## src/rtl/sqr_pkg.sv

```systemverilog
package sqr_pkg;
    // Default operand width of the squarer.
    localparam int unsigned SQ_OPW = 13;

    // Interpretation of the operand.
    typedef enum logic {
        SQ_MODE_UNSIGNED = 1'b0,
        SQ_MODE_SIGNED   = 1'b1
    } sq_mode_e;
endpackage

```

## src/rtl/sqr_magnitude.sv

```systemverilog
// Folds a two's-complement operand to its magnitude. For the most negative
// code, negation returns the same bit pattern, and that pattern read as
// unsigned is the correct magnitude, so no extra bit is needed.
module sqr_magnitude #(
    parameter int unsigned OP_W = sqr_pkg::SQ_OPW
) (
    input  logic [OP_W-1:0] op_i,
    input  logic            signed_mode_i,
    output logic [OP_W-1:0] mag_o
);
    localparam logic [OP_W-1:0] ONE = {{(OP_W-1){1'b0}}, 1'b1};

    logic negate;

    always_comb begin
        negate = (signed_mode_i == sqr_pkg::SQ_MODE_SIGNED) && op_i[OP_W-1];
        mag_o  = negate ? (~op_i + ONE) : op_i;
    end
endmodule

```

## src/rtl/sqr_ppsum.sv

```systemverilog
// Unrolled shift-and-add: one gated, shifted copy of the magnitude per bit,
// accumulated through a chain of adders in a single combinational stage.
module sqr_ppsum #(
    parameter int unsigned OP_W = sqr_pkg::SQ_OPW,
    localparam int unsigned RES_W = 2 * OP_W
) (
    input  logic [OP_W-1:0]  mag_i,
    output logic [RES_W-1:0] sum_o
);
    logic [RES_W-1:0] mag_ext;
    assign mag_ext = {{OP_W{1'b0}}, mag_i};

    for (genvar i = 0; i < OP_W; i++) begin : g_row
        logic [RES_W-1:0] pp;
        logic [RES_W-1:0] acc;

        assign pp = mag_i[i] ? (mag_ext << i) : '0;

        if (i == 0) begin : g_first
            assign acc = pp;
        end else begin : g_next
            assign acc = g_row[i-1].acc + pp;
        end
    end

    assign sum_o = g_row[OP_W-1].acc;
endmodule

```

## src/rtl/sq_shiftadd.sv

```systemverilog
module sq_shiftadd #(
    parameter int unsigned OP_W = sqr_pkg::SQ_OPW,
    localparam int unsigned RES_W = 2 * OP_W
) (
    input  logic             clk,
    input  logic             rst,
    input  logic             in_valid_i,
    input  logic [OP_W-1:0]  operand_i,
    input  logic             signed_mode_i,
    output logic             out_valid_o,
    output logic [RES_W-1:0] square_o
);
    localparam logic [RES_W-1:0] SIGNED_MAX_SQ = {{(RES_W-1){1'b0}}, 1'b1} << (RES_W - 2);

    typedef struct packed {
        logic             vld1;
        logic             mode1;
        logic [OP_W-1:0]  op1;
        logic             vld2;
        logic [RES_W-1:0] sq2;
    } state_t;

    state_t st_d, st_q;

    logic [OP_W-1:0]  mag;
    logic [RES_W-1:0] sum;

    sqr_magnitude #(.OP_W(OP_W)) u_mag (
        .op_i          (st_q.op1),
        .signed_mode_i (st_q.mode1),
        .mag_o         (mag)
    );

    sqr_ppsum #(.OP_W(OP_W)) u_sum (
        .mag_i (mag),
        .sum_o (sum)
    );

    always_comb begin
        st_d      = st_q;
        st_d.vld1 = in_valid_i;
        if (in_valid_i) begin
            st_d.op1   = operand_i;
            st_d.mode1 = signed_mode_i;
        end
        st_d.vld2 = st_q.vld1;
        if (st_q.vld1) begin
            st_d.sq2 = sum;
        end
        if (rst) begin
            st_d = '0;
        end
    end

    always_ff @(posedge clk) begin
        st_q <= st_d;
    end

    assign out_valid_o = st_q.vld2;
    assign square_o    = st_q.sq2;

    // reset clears result and strobe
    a_r5_reset_clears: assert property (@(posedge clk)
        rst |=> (!out_valid_o && square_o == '0));

    // an accepted operand reaches the output strobe one stage later
    a_r3_stage_one: assert property (@(posedge clk) disable iff (rst)
        in_valid_i |=> st_q.vld1);
    a_r3_stage_two: assert property (@(posedge clk) disable iff (rst)
        st_q.vld1 |=> out_valid_o);
    a_r3_no_spurious: assert property (@(posedge clk) disable iff (rst)
        !st_q.vld1 |=> !out_valid_o);

    // without an accepted operand the result holds
    a_r4_hold: assert property (@(posedge clk) disable iff (rst)
        !st_q.vld1 |=> $stable(square_o));

    // a square keeps the operand's parity and has bit 1 clear
    a_r1_parity: assert property (@(posedge clk) disable iff (rst)
        st_q.vld1 |=> (square_o[0] == $past(st_q.op1[0])));
    a_r1_bit1_zero: assert property (@(posedge clk) disable iff (rst)
        out_valid_o |-> !square_o[1]);

    // a signed square never exceeds the square of the most negative code
    a_r2_signed_bound: assert property (@(posedge clk) disable iff (rst)
        (st_q.vld1 && st_q.mode1) |=> (square_o <= SIGNED_MAX_SQ));
endmodule

```

## config.mk

```make
export PLATFORM = sky130hd
export DESIGN_NAME = sq_shiftadd
export DESIGN_NICKNAME = d
export VERILOG_FILES = /design/src/rtl/sqr_pkg.sv /design/src/rtl/sqr_magnitude.sv /design/src/rtl/sqr_ppsum.sv /design/src/rtl/sq_shiftadd.sv
export SDC_FILE = /design/constraint.sdc
export NUM_CORES = 1
export LEC_CHECK = 0
export CAP_MARGIN = 20
export CORE_ASPECT_RATIO = 1.5
export CORE_MARGIN = 2
export CORE_UTILIZATION = 56
export DETAILED_ROUTE_END_ITERATION = 8
export HOLD_SLACK_MARGIN = 0.15
export PLACE_DENSITY = 0.76
export SLEW_MARGIN = 20
export SYNTH_ARGS = -nofsm -noshare
export SYNTH_HDL_FRONTEND = slang
export SYNTH_HIERARCHICAL = 1
export SYNTH_SLANG_ARGS = --single-unit
```

## constraint.sdc

```tcl
create_clock -name clk -period 6.1 [get_ports clk]
set_input_delay 0.61 -clock clk [delete_from_list [all_inputs] [get_ports clk]]
set_output_delay 0.61 -clock clk [all_outputs]
set_load 0.02 [all_outputs]
```

### After elaboration in Yosys (flattened, before gate mapping)

Cells that the tools add are included.

| cells by class | value |
|---|---|
| $add $sub $neg | 13 |
| muxes and demuxes | 14 |
| bitwise operators | 1 |
| reductions and logical operators | 1 |

Operators with widths:

| kind | count |
|---|---|
| adder 26 bit | 7 |
| adder 26 x 21 -> 26 bit | 1 |
| adder 26 x 22 -> 26 bit | 1 |
| adder 26 x 23 -> 26 bit | 1 |
| adder 26 x 24 -> 26 bit | 1 |
| adder 26 x 25 -> 26 bit | 1 |
| 2-to-1 mux 13 bit | 2 |
| 2-to-1 mux 25 bit | 1 |
| 2-to-1 mux 24 bit | 1 |
| 2-to-1 mux 23 bit | 1 |
| 2-to-1 mux 22 bit | 1 |
| 2-to-1 mux 21 bit | 1 |
| 2-to-1 mux 20 bit | 1 |
| 2-to-1 mux 19 bit | 1 |
| 2-to-1 mux 18 bit | 1 |
| 2-to-1 mux 17 bit | 1 |
| 2-to-1 mux 16 bit | 1 |
| 2-to-1 mux 15 bit | 1 |
| 2-to-1 mux 14 bit | 1 |
| adder 13 x 1 -> 13 bit (second input constant) | 1 |
| inverter 13 bit | 1 |
| logical AND 1 bit | 1 |

| storage, ports and cells | value |
|---|---|
| register bits after elaboration | 42 |
| input port bits | 17 |
| output and inout port bits | 27 |
| logic and storage cells | 34 |

### Logic depth before layout (Yosys ltp)

Gate-level depths: netlist of the first run.

| depth | value |
|---|---|
| depth after elaboration | 16 |
| depth in mapped cells | 27 |
| depth with buffers taken out | 26 |

### Modules after synthesis

Netlist of the first run, hierarchy kept.

By module, submodules not included:

| module | times used | cells an instance | area each (µm²) | sequential area each (µm²) |
|---|---|---|---|---|
| sqr_ppsum | 1 | 501 | 4319.1 | 0.0 |
| sq_shiftadd | 1 | 160 | 1696.6 | 840.8 |
| sqr_magnitude | 1 | 39 | 274.0 | 0.0 |

### Worst setup path before layout of the first run

OpenSTA, ideal clock, no wires.

| timing | value |
|---|---|
| kind | register to register |
| start | register st_q[27] (netlist name) |
| end | register st_q, in the netlist square_o[23] |
| library setup time | 0.117 ns |
| arrival | 6.146 ns |
| path slack | -0.164 ns |
| stages on the path, launching flop included | 27 |
| path buffers | 1 |
| period minus slack after synthesis | 6.264 ns |
| cell sequence | dfxtp_1 > inv_1 > ha_1 > or4b_4 > o41ai_2 > xnor2_1 > clkbuf_1 > nand2_1 > fa_1 > inv_1 > fa_1 > inv_1 > fa_1 > inv_1 > fa_1 > inv_1 > fa_1 > inv_1 > ha_1 > a21o_1 > o21ai_0 > o21bai_1 > a21oi_2 > o21bai_1 > xor2_1 > mux2i_1 > nor2_1 |

| between the ends | value |
|---|---|
| longest elaborated chain between the ends | 16 |
| elaborated cells on any way between the ends | 28 |
| classes of those cells | add/sub: 13; mux: 14; bitwise: 1 |

Ends and longest elaborated chain:

| item | RTL line | RTL |
|---|---|---|
| start, declared | sq_shiftadd.sv:23 | `state_t st_d, st_q;` |
| start signal, assigned | sq_shiftadd.sv:56 | `st_q <= st_d;` |
| inverter 13 bit * | sqr_magnitude.sv:17 | `mag_o = negate ? (~op_i + ONE) : op_i;` |
| adder 13 x 1 -> 13 bit * | sqr_magnitude.sv:17 |  |
| 2-to-1 mux 13 bit * | sqr_magnitude.sv:17 |  |
| via mag[8] | sq_shiftadd.sv:25 | `logic [OP_W-1:0] mag;` |
| 2-to-1 mux 13 bit or 2-to-1 mux 14 bit (tied branches) | sqr_ppsum.sv:17 | `assign pp = mag_i[i] ? (mag_ext << i) : '0;` |
| adder 26 bit (7 in series) | sqr_ppsum.sv:22 | `assign acc = g_row[i-1].acc + pp;` |
| adder 26 x 21 -> 26 bit | sqr_ppsum.sv:22 |  |
| adder 26 x 22 -> 26 bit | sqr_ppsum.sv:22 |  |
| adder 26 x 23 -> 26 bit | sqr_ppsum.sv:22 |  |
| adder 26 x 24 -> 26 bit | sqr_ppsum.sv:22 |  |
| adder 26 x 25 -> 26 bit * | sqr_ppsum.sv:22 |  |
| via sum[23] | sq_shiftadd.sv:26 | `logic [RES_W-1:0] sum;` |

The timed path passes the listed nets; every way through them passes the cells marked *.
A chain may end at the register's enable or synchronous reset.

### Final worst setup path of the first run

| timing | value |
|---|---|
| start | register st_q[27] (netlist name) |
| end | register st_q, in the netlist square_o[19] |

| between the ends | value |
|---|---|
| longest elaborated chain between the ends | 16 |
| elaborated cells on any way between the ends | 28 |
| classes of those cells | add/sub: 13; mux: 14; bitwise: 1 |

Ends and longest elaborated chain:

| item | RTL line |
|---|---|
| inverter 13 bit * | sqr_magnitude.sv:17 |
| adder 13 x 1 -> 13 bit * | sqr_magnitude.sv:17 |
| 2-to-1 mux 13 bit * | sqr_magnitude.sv:17 |
| via mag[8] | sq_shiftadd.sv:25 |
| 2-to-1 mux 13 bit or 2-to-1 mux 14 bit (tied branches) | sqr_ppsum.sv:17 |
| adder 26 bit (7 in series) | sqr_ppsum.sv:22 |
| adder 26 x 21 -> 26 bit | sqr_ppsum.sv:22 |
| adder 26 x 22 -> 26 bit | sqr_ppsum.sv:22 |
| adder 26 x 23 -> 26 bit | sqr_ppsum.sv:22 |
| adder 26 x 24 -> 26 bit * | sqr_ppsum.sv:22 |
| adder 26 x 25 -> 26 bit * | sqr_ppsum.sv:22 |
| via sum[19] | sq_shiftadd.sv:26 |

Marked as above.

==> results of run 1 <==
-- power by group through the flow --
stage | Combinational [mW] | Sequential, mW | Clock, mW
final | 0.611 | 0.307 | 0.255
after global routing | 0.665 | 0.309 | 0.276
after CTS | 0.563 | 0.306 | 0.260
after detailed placement | 0.527 | 0.311 | 0
after global placement | 0.509 | 0.311 | 0
after floorplan | 0.356 | 0.308 | 0
-- logic make-up after synthesis --
family,share of synthesized area
muxes,0.06525
and+or+nand+nor,0.1335
xor gates and xnor gates,0.04874
AOI/OAI and AO/OA,0.07599
DFF,0.1337
adders and majority gates,0.4030
other,0.0005962
buffers and inverters,0.1392
-- routing by layer --
layer  up-vias  part of all wire  wire length (µm)  global-route usage
met1      2506              0.34              5512              0.2712
met3        66             0.034               542             0.03034
met4         0             0.052               847              0.1436
met2       177              0.57              9265              0.5236
li1       2319                 -                 -                   -
met5         -                 0                 0                   0
-- sequential cells by signal, indices dropped and copies added (netlist names) --
signal       cells
st_q            15
square_o        26
out_valid_o      1
-- timing repair --
action                                  CTS  global route
endpoints found under the setup margin   11            12
pin swaps                                51            21
gates cloned                              1             0
gates resized for setup                  36            30
buffers inserted                         15            10
-- through the flow --
stage          cell area, µm²  hold slack [ps]  total power [mW]  std cells  worst slack (ps)
6_report                 7751            503.5             1.172        928            -171.0
3_5_place_dp             7098            489.3            0.8389        896            -277.6
2_1_floorplan            6340            461.7            0.6641        700             3.252
5_1_grt                  7751            525.1             1.250        928            -336.4
4_1_cts                  7526            507.5             1.129        919            -1.371
3_3_place_gp             7098            473.8            0.8195        896            -126.6
-- critical path: stages, from the launching register on --
cell	delay (ps)
dfxtp_2	330
inv_2	80
ha_4	150
or4b_4	500
o41ai_4	270
xnor2_2	170
buf_6	160
nand2_4	40
fa_1	470
buf_4	160
fa_1	450
fa_1	510
inv_1	50
fa_1	540
inv_2	40
fa_1	510
inv_2	50
ha_4	220
a21o_4	220
a211oi_4	300
o21bai_1	150
a21oi_2	260
o31ai_2	120
xor2_1	150
mux2i_1	180
nor2_1	60
-- layout by cell type, fill, tap and decap left out, drive strengths merged, types with 2 or more instances in the layout --
cell and n:
inv 130, buf 88, fa 86, ha 65
nor2 53, nand2 52, clkdlybuf4s50 43, dfxtp 42
mux2i 41, and2 39, xnor2 22, a21oi 17
xor2 13, o21ai 13, a21o 8, nor2b 6
a31oi 6, clkbuf 5, nand3 5, nor3 5
nand2b 4, a211oi 4, o21a 3, nor4 3
o31ai 3, a211o 3, clkinvlp 2, or2 2
o21bai 2, and3 2
-- area by class of cell --
cell class              instances  area [µm²]  area share
multi-input cells             471        4920      0.6347
repair buffers                131        1176      0.1517
clock inverters                 2       15.01    0.001937
well taps                     147       183.9     0.02373
clock buffers                   5       125.1     0.01614
flip-flops and latches         42       843.3      0.1088
inverters                     130       488.0     0.06295
-- worst max path at each step --
stage | slack [ps] | endpoint | depth (start not counted)
after global routing | -340 | square_o[19] | 25
after floorplan | 3 | square_o[19] | 26
final | -170 | square_o[19] | 25
after global placement | -130 | square_o[19] | 26
after CTS | -1 | square_o[19] | 25
after detailed placement | -280 | square_o[19] | 26
-- Yosys cell counts (8+ instances only) --
library cell	n
nor2_1	53
o21ai_0	9
buf_2	8
a21o_1	8
inv_1	130
ha_1	65
buf_4	30
fa_1	86
clkbuf_1	15
xor2_1	13
xnor2_1	22
and2_1	39
a21oi_1	13
dfxtp_1	42
mux2i_1	41
nand2_1	52
==> impl_metrics.toml, run 1 <==
[run_status]
run_status = "finished with violations"
violations = "negative setup slack"

[setup_path]
start_kind = "register"
r2r_cells = 25
reg2reg_from = "st_q[27]"
cp_max_fo = 4
worstPathArrival_ps = 6420
r2r-end = "square_o[19]"
ff2ff_setup_slack_ps = -170
crit_path_end_kind = "register"
cp_data_required_time_ps = 6250
path_class = "reg2reg"
critPathLaunch = "st_q[27]"

[timing]
worst-slew-pin-transition_ps = 829.7
rsz0062_at_grt = "true"
fin_skew_ps = 3.227
period_needed_ps = 6271
finalSetupViolations = 7
finalSetupTns_ps = -694.1
fmax_ghz = 0.1595
fin_crit_sh = 1.028
slew_violations = 0
relSlewSlack = 0.4451
hold_violations = 0
setup_slack_ps = -171.0

[placed_design]
dp_hpwl_um = 12120
portBuffers = 43
gp_congestion = 0.9031

[floorplanning]
fp.dieH_um = 133.8
initial_utilization = 0.5720
die_w_um = 90.53
ios = 44
row_count = 47
coreArea_um2 = 11000
dieArea_um2 = 12110

[yosys]
syn_nets = 868
syn_avg_cell_area_um2 = 8.985
yosysWarnings = 6
synth_area_um2 = 6290
synthFlopType = "dfxtp_1"
synth_cells = 700
synthArstFlopShare = 0
synth_top_area_share = 0.2737
yosysUniqueCellTypes = 50
synth_edf_count = 0
synthTopCellsByArea = "fa_1, dfxtp_1, ha_1"
yosysSeqAreaShare = 0.1337
synth.ff_latch_count = 42
synth_top_area_cell = "fa_1"

[cts]
cts_made_buffers = 5
clk_latency_ps = 280
cts_tree = "built"
clk_path_buf_depth = 2
cts_root_buf = "clkbuf_16"
cts.sinks = 42
clk_pin_slew_worst_paths_ps = 60
cts-htree-levels = 2
cts_hold_buf = 0

[global_route]
grt_util_all_layers = 0.2671
grt_pass1_wl_um = 25920
grt_antenna_before_repair = 0
grt_max_degree = 43
grt_pass1_vias = 5702
overflow = 0

[route]
via_per_inst = 5.461
routedWlPerCell_um = 17.42
drt-pass1-iter-count = 5
first_iter_violations = 307
wirelength_um = 16170
drc = 0
vias = 5068
ant_nets = 0

[pwr]
p_int_uw = 728.2
peakVddDrop_v = 0.0001245
p_clk_frac = 0.217
swShare = 0.3788
net-switching-power_uw = 443.9
power_frac_comb = 0.521
seq_power_share = 0.262
p_leak_nw = 4.030
pwr_density_cell_nw_per_um2 = 151.2

[layout]
areaGrowthSynthToFinish_pct = 23.23
post-route-util = 0.7049
diodes = 0
layout.nets = 949
fill_cells = 799
drive_gt1_frac = 0.2100

[min_path]
hp-start = "square_o[6]"
whs_path_depth = 2
hold_path.class = "reg2reg"
min_to = "square_o[6]"

[job]
max-cap-violations = 0
Power figures use the tool's default switching activity.
==> run 2, diff against run 1 <==
--- a/config.mk
+++ b/config.mk
@@ -6,7 +6,7 @@
 export NUM_CORES = 1
 export LEC_CHECK = 0
 export CAP_MARGIN = 20
-export CORE_ASPECT_RATIO = 1.5
+export CORE_ASPECT_RATIO = 0.6
 export CORE_MARGIN = 2
 export CORE_UTILIZATION = 56
 export DETAILED_ROUTE_END_ITERATION = 8
==> run 2 against run 1 <==
  * The run still ends with negative setup slack left
  * Routed wire length fell by 2.2%
  * Cell count rose by 0.22%
  * Global-route usage rose by 0.42 points
  * Fmax fell by 0.25%
  * Sequential share of layout area barely moved
  * Clock power barely moved
  * First-iteration DRC count fell by 13%
  * Critical endpoint unchanged
  * Largest power group unchanged
==> impl_metrics.toml, run 2 (synthesis gave the netlist of run 1 again) <==
[run_status]
run_status = "finished with violations"
violations = "negative setup slack"

[route]
wirelength_um = 15810
routedWlPerCell_um = 17.00
drt-pass1-iter-count = 5
via_per_inst = 5.401
drc = 0
vias = 5023
ant_nets = 0
first_iter_violations = 266

[setup_path]
crit_path_end_kind = "register"
r2r_cells = 27
cp_max_fo = 4
cp_slowest_cell = "fa_1"
cp_data_required_time_ps = 6260
crit_top_cell = "fa_1"
start_kind = "register"
worstPathArrival_ps = 6450
slowest_delay_ps = 560
path_class = "reg2reg"

[placed_design]
dp_cells = 901
post_dp_cell_area_um2 = 7136
gp_congestion = 0.9138
dp_hpwl_um = 12170
dpl_worst_slack_ps = -364.0
portBuffers = 43

[floorplanning]
fp.dieH_um = 86.09
ios = 44
coreArea_um2 = 10740
row_count = 29
dieArea_um2 = 12120
die_w_um = 140.8
initial_utilization = 0.5856

[timing]
worst-slew-pin-transition_ps = 916.2
finalSetupViolations = 11
hold_violations = 0
fmax_ghz = 0.1591
rsz0062_at_grt = "true"
slew_violations = 0
fin_skew_ps = 5.222
period_needed_ps = 6286
fin_crit_sh = 1.031
finalSetupTns_ps = -1184
setup_slack_ps = -186.4
relSlewSlack = 0.3873

[min_path]
whs_path_depth = 2
hold_path.class = "reg2reg"

[global_route]
grt_pass1_wl_um = 26040
grt_pass1_vias = 5289
grt_max_degree = 43
grt_antenna_before_repair = 0
grt_util_all_layers = 0.2713
overflow = 0

[cts]
clk_pin_slew_worst_paths_ps = 60
cts_tree = "built"
cts.sinks = 42
clk_latency_ps = 290
cts_root_buf = "clkbuf_16"
cts_made_buffers = 5
cts_hold_buf = 0
clk_path_buf_depth = 2
cts-htree-levels = 2

[layout]
regArea_um2 = 843.3
fin_area_um2 = 7756
fill_cells = 779
final_cells = 930
layout.nets = 959
largest_reg_flops = 26
final_common_cell = "inv_1"
drive_gt1_frac = 0.2187
largest_register = "square_o"
layout_common_cells = "inv_1, buf_4, fa_1, ha_1, nor2_1"
areaGrowthSynthToFinish_pct = 23.31
multi_input_area_um2 = 4901
diodes = 0

[pwr]
total_power_mw = 1.177
pwr_density_cell_nw_per_um2 = 151.7
p_leak_nw = 4.096
peakVddDrop_v = 0.0001256

[job]
max-cap-violations = 0
## run 2: changes by cell type in the layout (fill, tap and decap cells not counted), sizes merged
cell	before	now
buf	88	98
## run 2: cell type report
type,instances,area share
Inverter,130,0.06291
Clock inverter,2,0.001936
Tap cell,139,0.02242
Clock buffer,5,0.01613
Sequential cell,42,0.1087
Multi-Input combinational cell,471,0.6319
Timing Repair Buffer,141,0.1560
## run 2: critical path: cells and delay by family (launching register included)
family / cells / cell delay (ps)
xor+xnor: 2 / 340
mux: 1 / 140
buf+inv: 8 / 580
compound gates: 6 / 1230
fa+ha+maj: 7 / 2930
simple gates: 3 / 600
flops: 1 / 320
## run 2: per-layer routing
| layer | track usage | vias up | wire length, µm |
|---|---|---|---|
| met5 | 0 | - | 0 |
| met4 | 0.05091 | 0 | 240 |
| met3 | 0.04858 | 25 | 840 |
| met2 | 0.4599 | 119 | 7540 |
| met1 | 0.3720 | 2546 | 7191 |
| li1 | - | 2333 | - |
## run 2: what timing repair did
action / in CTS / in global routing
setup endpoints to repair: 12 / 12
setup buffers: 12 / 9
gates cloned: 1 / 0
gates resized for setup: 42 / 23
pin swaps: 53 / 29
## run 2: power by group
group / total (mW) / internal, mW / leakage [nW] / switching [mW]
sequential: 0.305 / 0.292 / 0.344 / 0.0128
combinational: 0.615 / 0.289 / 3.69 / 0.325
clock: 0.257 / 0.149 / 0.0619 / 0.108
total: 1.18 / 0.731 / 4.10 / 0.446
## run 2: path summary, 6_finish.rpt
check,startpoint,to,slack [ps]
setup reg to reg,st_q[27],square_o[19],-190
hold / removal,square_o[7],square_o[7],490
hold reg to reg,square_o[7],square_o[7],490
setup / recovery,st_q[27],square_o[19],-190
## run 2: per-stage QoR
step                hold slack, ps    util
floorplan                    461.7       -
global placement             471.5  0.6644
detailed placement           480.7  0.6644
CTS                          495.8  0.7063
global route                 536.0  0.7222
finish                       491.5  0.7222
==> run 3, diff against run 2 <==
--- a/config.mk
+++ b/config.mk
@@ -8,10 +8,10 @@
 export CAP_MARGIN = 20
 export CORE_ASPECT_RATIO = 0.6
 export CORE_MARGIN = 2
-export CORE_UTILIZATION = 56
+export CORE_UTILIZATION = 40
 export DETAILED_ROUTE_END_ITERATION = 8
 export HOLD_SLACK_MARGIN = 0.15
-export PLACE_DENSITY = 0.76
+export PLACE_DENSITY = 0.57
 export SLEW_MARGIN = 20
 export SYNTH_ARGS = -nofsm -noshare
 export SYNTH_HDL_FRONTEND = slang
==> run 3 against run 2 <==
  * The run still ends with negative setup slack left
  * Combinational power hardly changed
  * Non-clock buffer count is 4 lower
  * Setup slack better by 110 ps
  * First-iteration DRC count is 5.6% lower
  * Clock skew hardly changed
  * Critical endpoint is now square_o[25]
  * Largest power group unchanged
==> impl_metrics.toml, run 3 (synthesis gave the netlist of run 1 again) <==
[timing]
fmax_ghz = 0.1618
worst-slew-pin-transition_ps = 887.4
fin_crit_sh = 1.013
finalSetupViolations = 5
hold_violations = 0
relSlewSlack = 0.4065
fin_skew_ps = 5.518
setup_slack_ps = -81.27
rsz0062_at_grt = "true"
period_needed_ps = 6181
slew_violations = 0
finalSetupTns_ps = -196.6

[setup_path]
path_class = "reg2reg"
crit_top_cell = "fa_1"
cp_max_fo = 4
cp_slowest_cell = "fa_1"
crit_path_end_kind = "register"
start_kind = "register"
slowest_delay_ps = 520
critPathLaunch = "st_q[28]"
worstPathArrival_ps = 6410
reg2reg_from = "st_q[28]"
cp_data_required_time_ps = 6330

[placed_design]
dp_hpwl_um = 12120
portBuffers = 43
post_dp_cell_area_um2 = 7236
dp_cells = 966
gp_congestion = 0.8891

[floorplanning]
initial_utilization = 0.4092
row_count = 35
coreArea_um2 = 15370
ios = 44
die_w_um = 165.9
fp.dieH_um = 101.1
dieArea_um2 = 16780

[layout]
layout_common_cells = "inv_1, buf_4, fa_1, ha_1, nor2_1"
final_cells = 991
largest_reg_flops = 26
diodes = 0
areaGrowthSynthToFinish_pct = 26.85
layout.nets = 955
post-route-util = 0.5191
largest_register = "square_o"
final_common_cell = "inv_1"
fin_area_um2 = 7979
fill_cells = 1354
drive_gt1_frac = 0.2234

[global_route]
grt_util_all_layers = 0.1884
grt_max_degree = 43
grt_pass1_vias = 5006
grt_pass1_wl_um = 25370
grt_antenna_before_repair = 0
overflow = 0

[route]
ant_nets = 0
drc = 0
wirelength_um = 15250
drt-pass1-iter-count = 5
first_iter_violations = 251
routedWlPerCell_um = 15.39
vias = 4825
via_per_inst = 4.869

[cts]
cts_tree = "built"
clk_path_buf_depth = 2
clk_latency_ps = 290
cts.sinks = 42
cts_root_buf = "clkbuf_16"
cts_made_buffers = 5
cts-htree-levels = 2
clk_pin_slew_worst_paths_ps = 70
cts_hold_buf = 0

[pwr]
p_leak_nw = 4.104
peakVddDrop_v = 0.0001245
pwr_density_cell_nw_per_um2 = 151.2
total_power_mw = 1.207

[run_status]
violations = "negative setup slack"
run_status = "finished with violations"

[min_path]
hold_path.class = "reg2reg"
hp-start = "square_o[1]"

[job]
max-cap-violations = 0
==> run 3: changes by cell type in the layout (fill, tap and decap cells not counted), sizes merged <==
cell and change:
clkbuf +1, buf -4, clkinvlp -1, inv +1
==> run 3: power breakdown <==
group	total [mW]	internal [mW]	leakage [nW]	switching (mW)
Clock	0.285	0.165	0.0735	0.120
Combinational	0.615	0.291	3.69	0.324
Sequential	0.306	0.292	0.344	0.0145
Total	1.21	0.747	4.10	0.459
==> run 3: critical path: cells and delay by family (launching register included) <==
family	cells	cell delay [ps]
mux	1	110
xor+xnor	1	190
fa+ha+maj	7	2910
buf+inv	10	890
flops	1	320
simple gates	5	1010
compound gates	4	670
==> run 3: metrics by stage <==
step	worst slack (ps)	hold WS, ps
after floorplan	3.252	461.7
after global placement	-361.3	475.1
after detailed placement	-368.2	491.4
after CTS	0.8291	506.5
after global routing	-288.4	536.4
final	-81.27	497.8
==> run 3: what timing repair did <==
item                       CTS  global route
setup buffers                9             8
setup endpoints to repair   11            12
pin swaps                   52            22
gates resized for setup     50            32
cloned                       1             0
==> run 3: final timing paths <==
kind	to	slack, ps	cells past startpoint
setup / recovery	square_o[25]	-80	28
hold / removal	square_o[1]	500	2
setup reg to reg	square_o[25]	-80	28
hold reg to reg	square_o[1]	500	2
==> run 3: cell type report <==
cell class	instances	area [µm²]	share of cell area
flip-flops and latches	42	843.3	0.1057
clock inverters	2	16.27	0.002039
multi-input cells	471	5030	0.6304
well taps	203	254.0	0.03183
repair buffers	137	1209	0.1515
inverters	130	488.0	0.06116
clock buffers	6	138.9	0.01741
==> run 3: metal layers <==
layer / GRT usage / routed length [µm] / vias up
met5: 0 / 0 / -
met4: 0.02074 / 49 / 0
met3: 0.02970 / 702 / 4
met2: 0.2956 / 6551 / 86
met1: 0.2845 / 7944 / 2406
li1: - / - / 2329
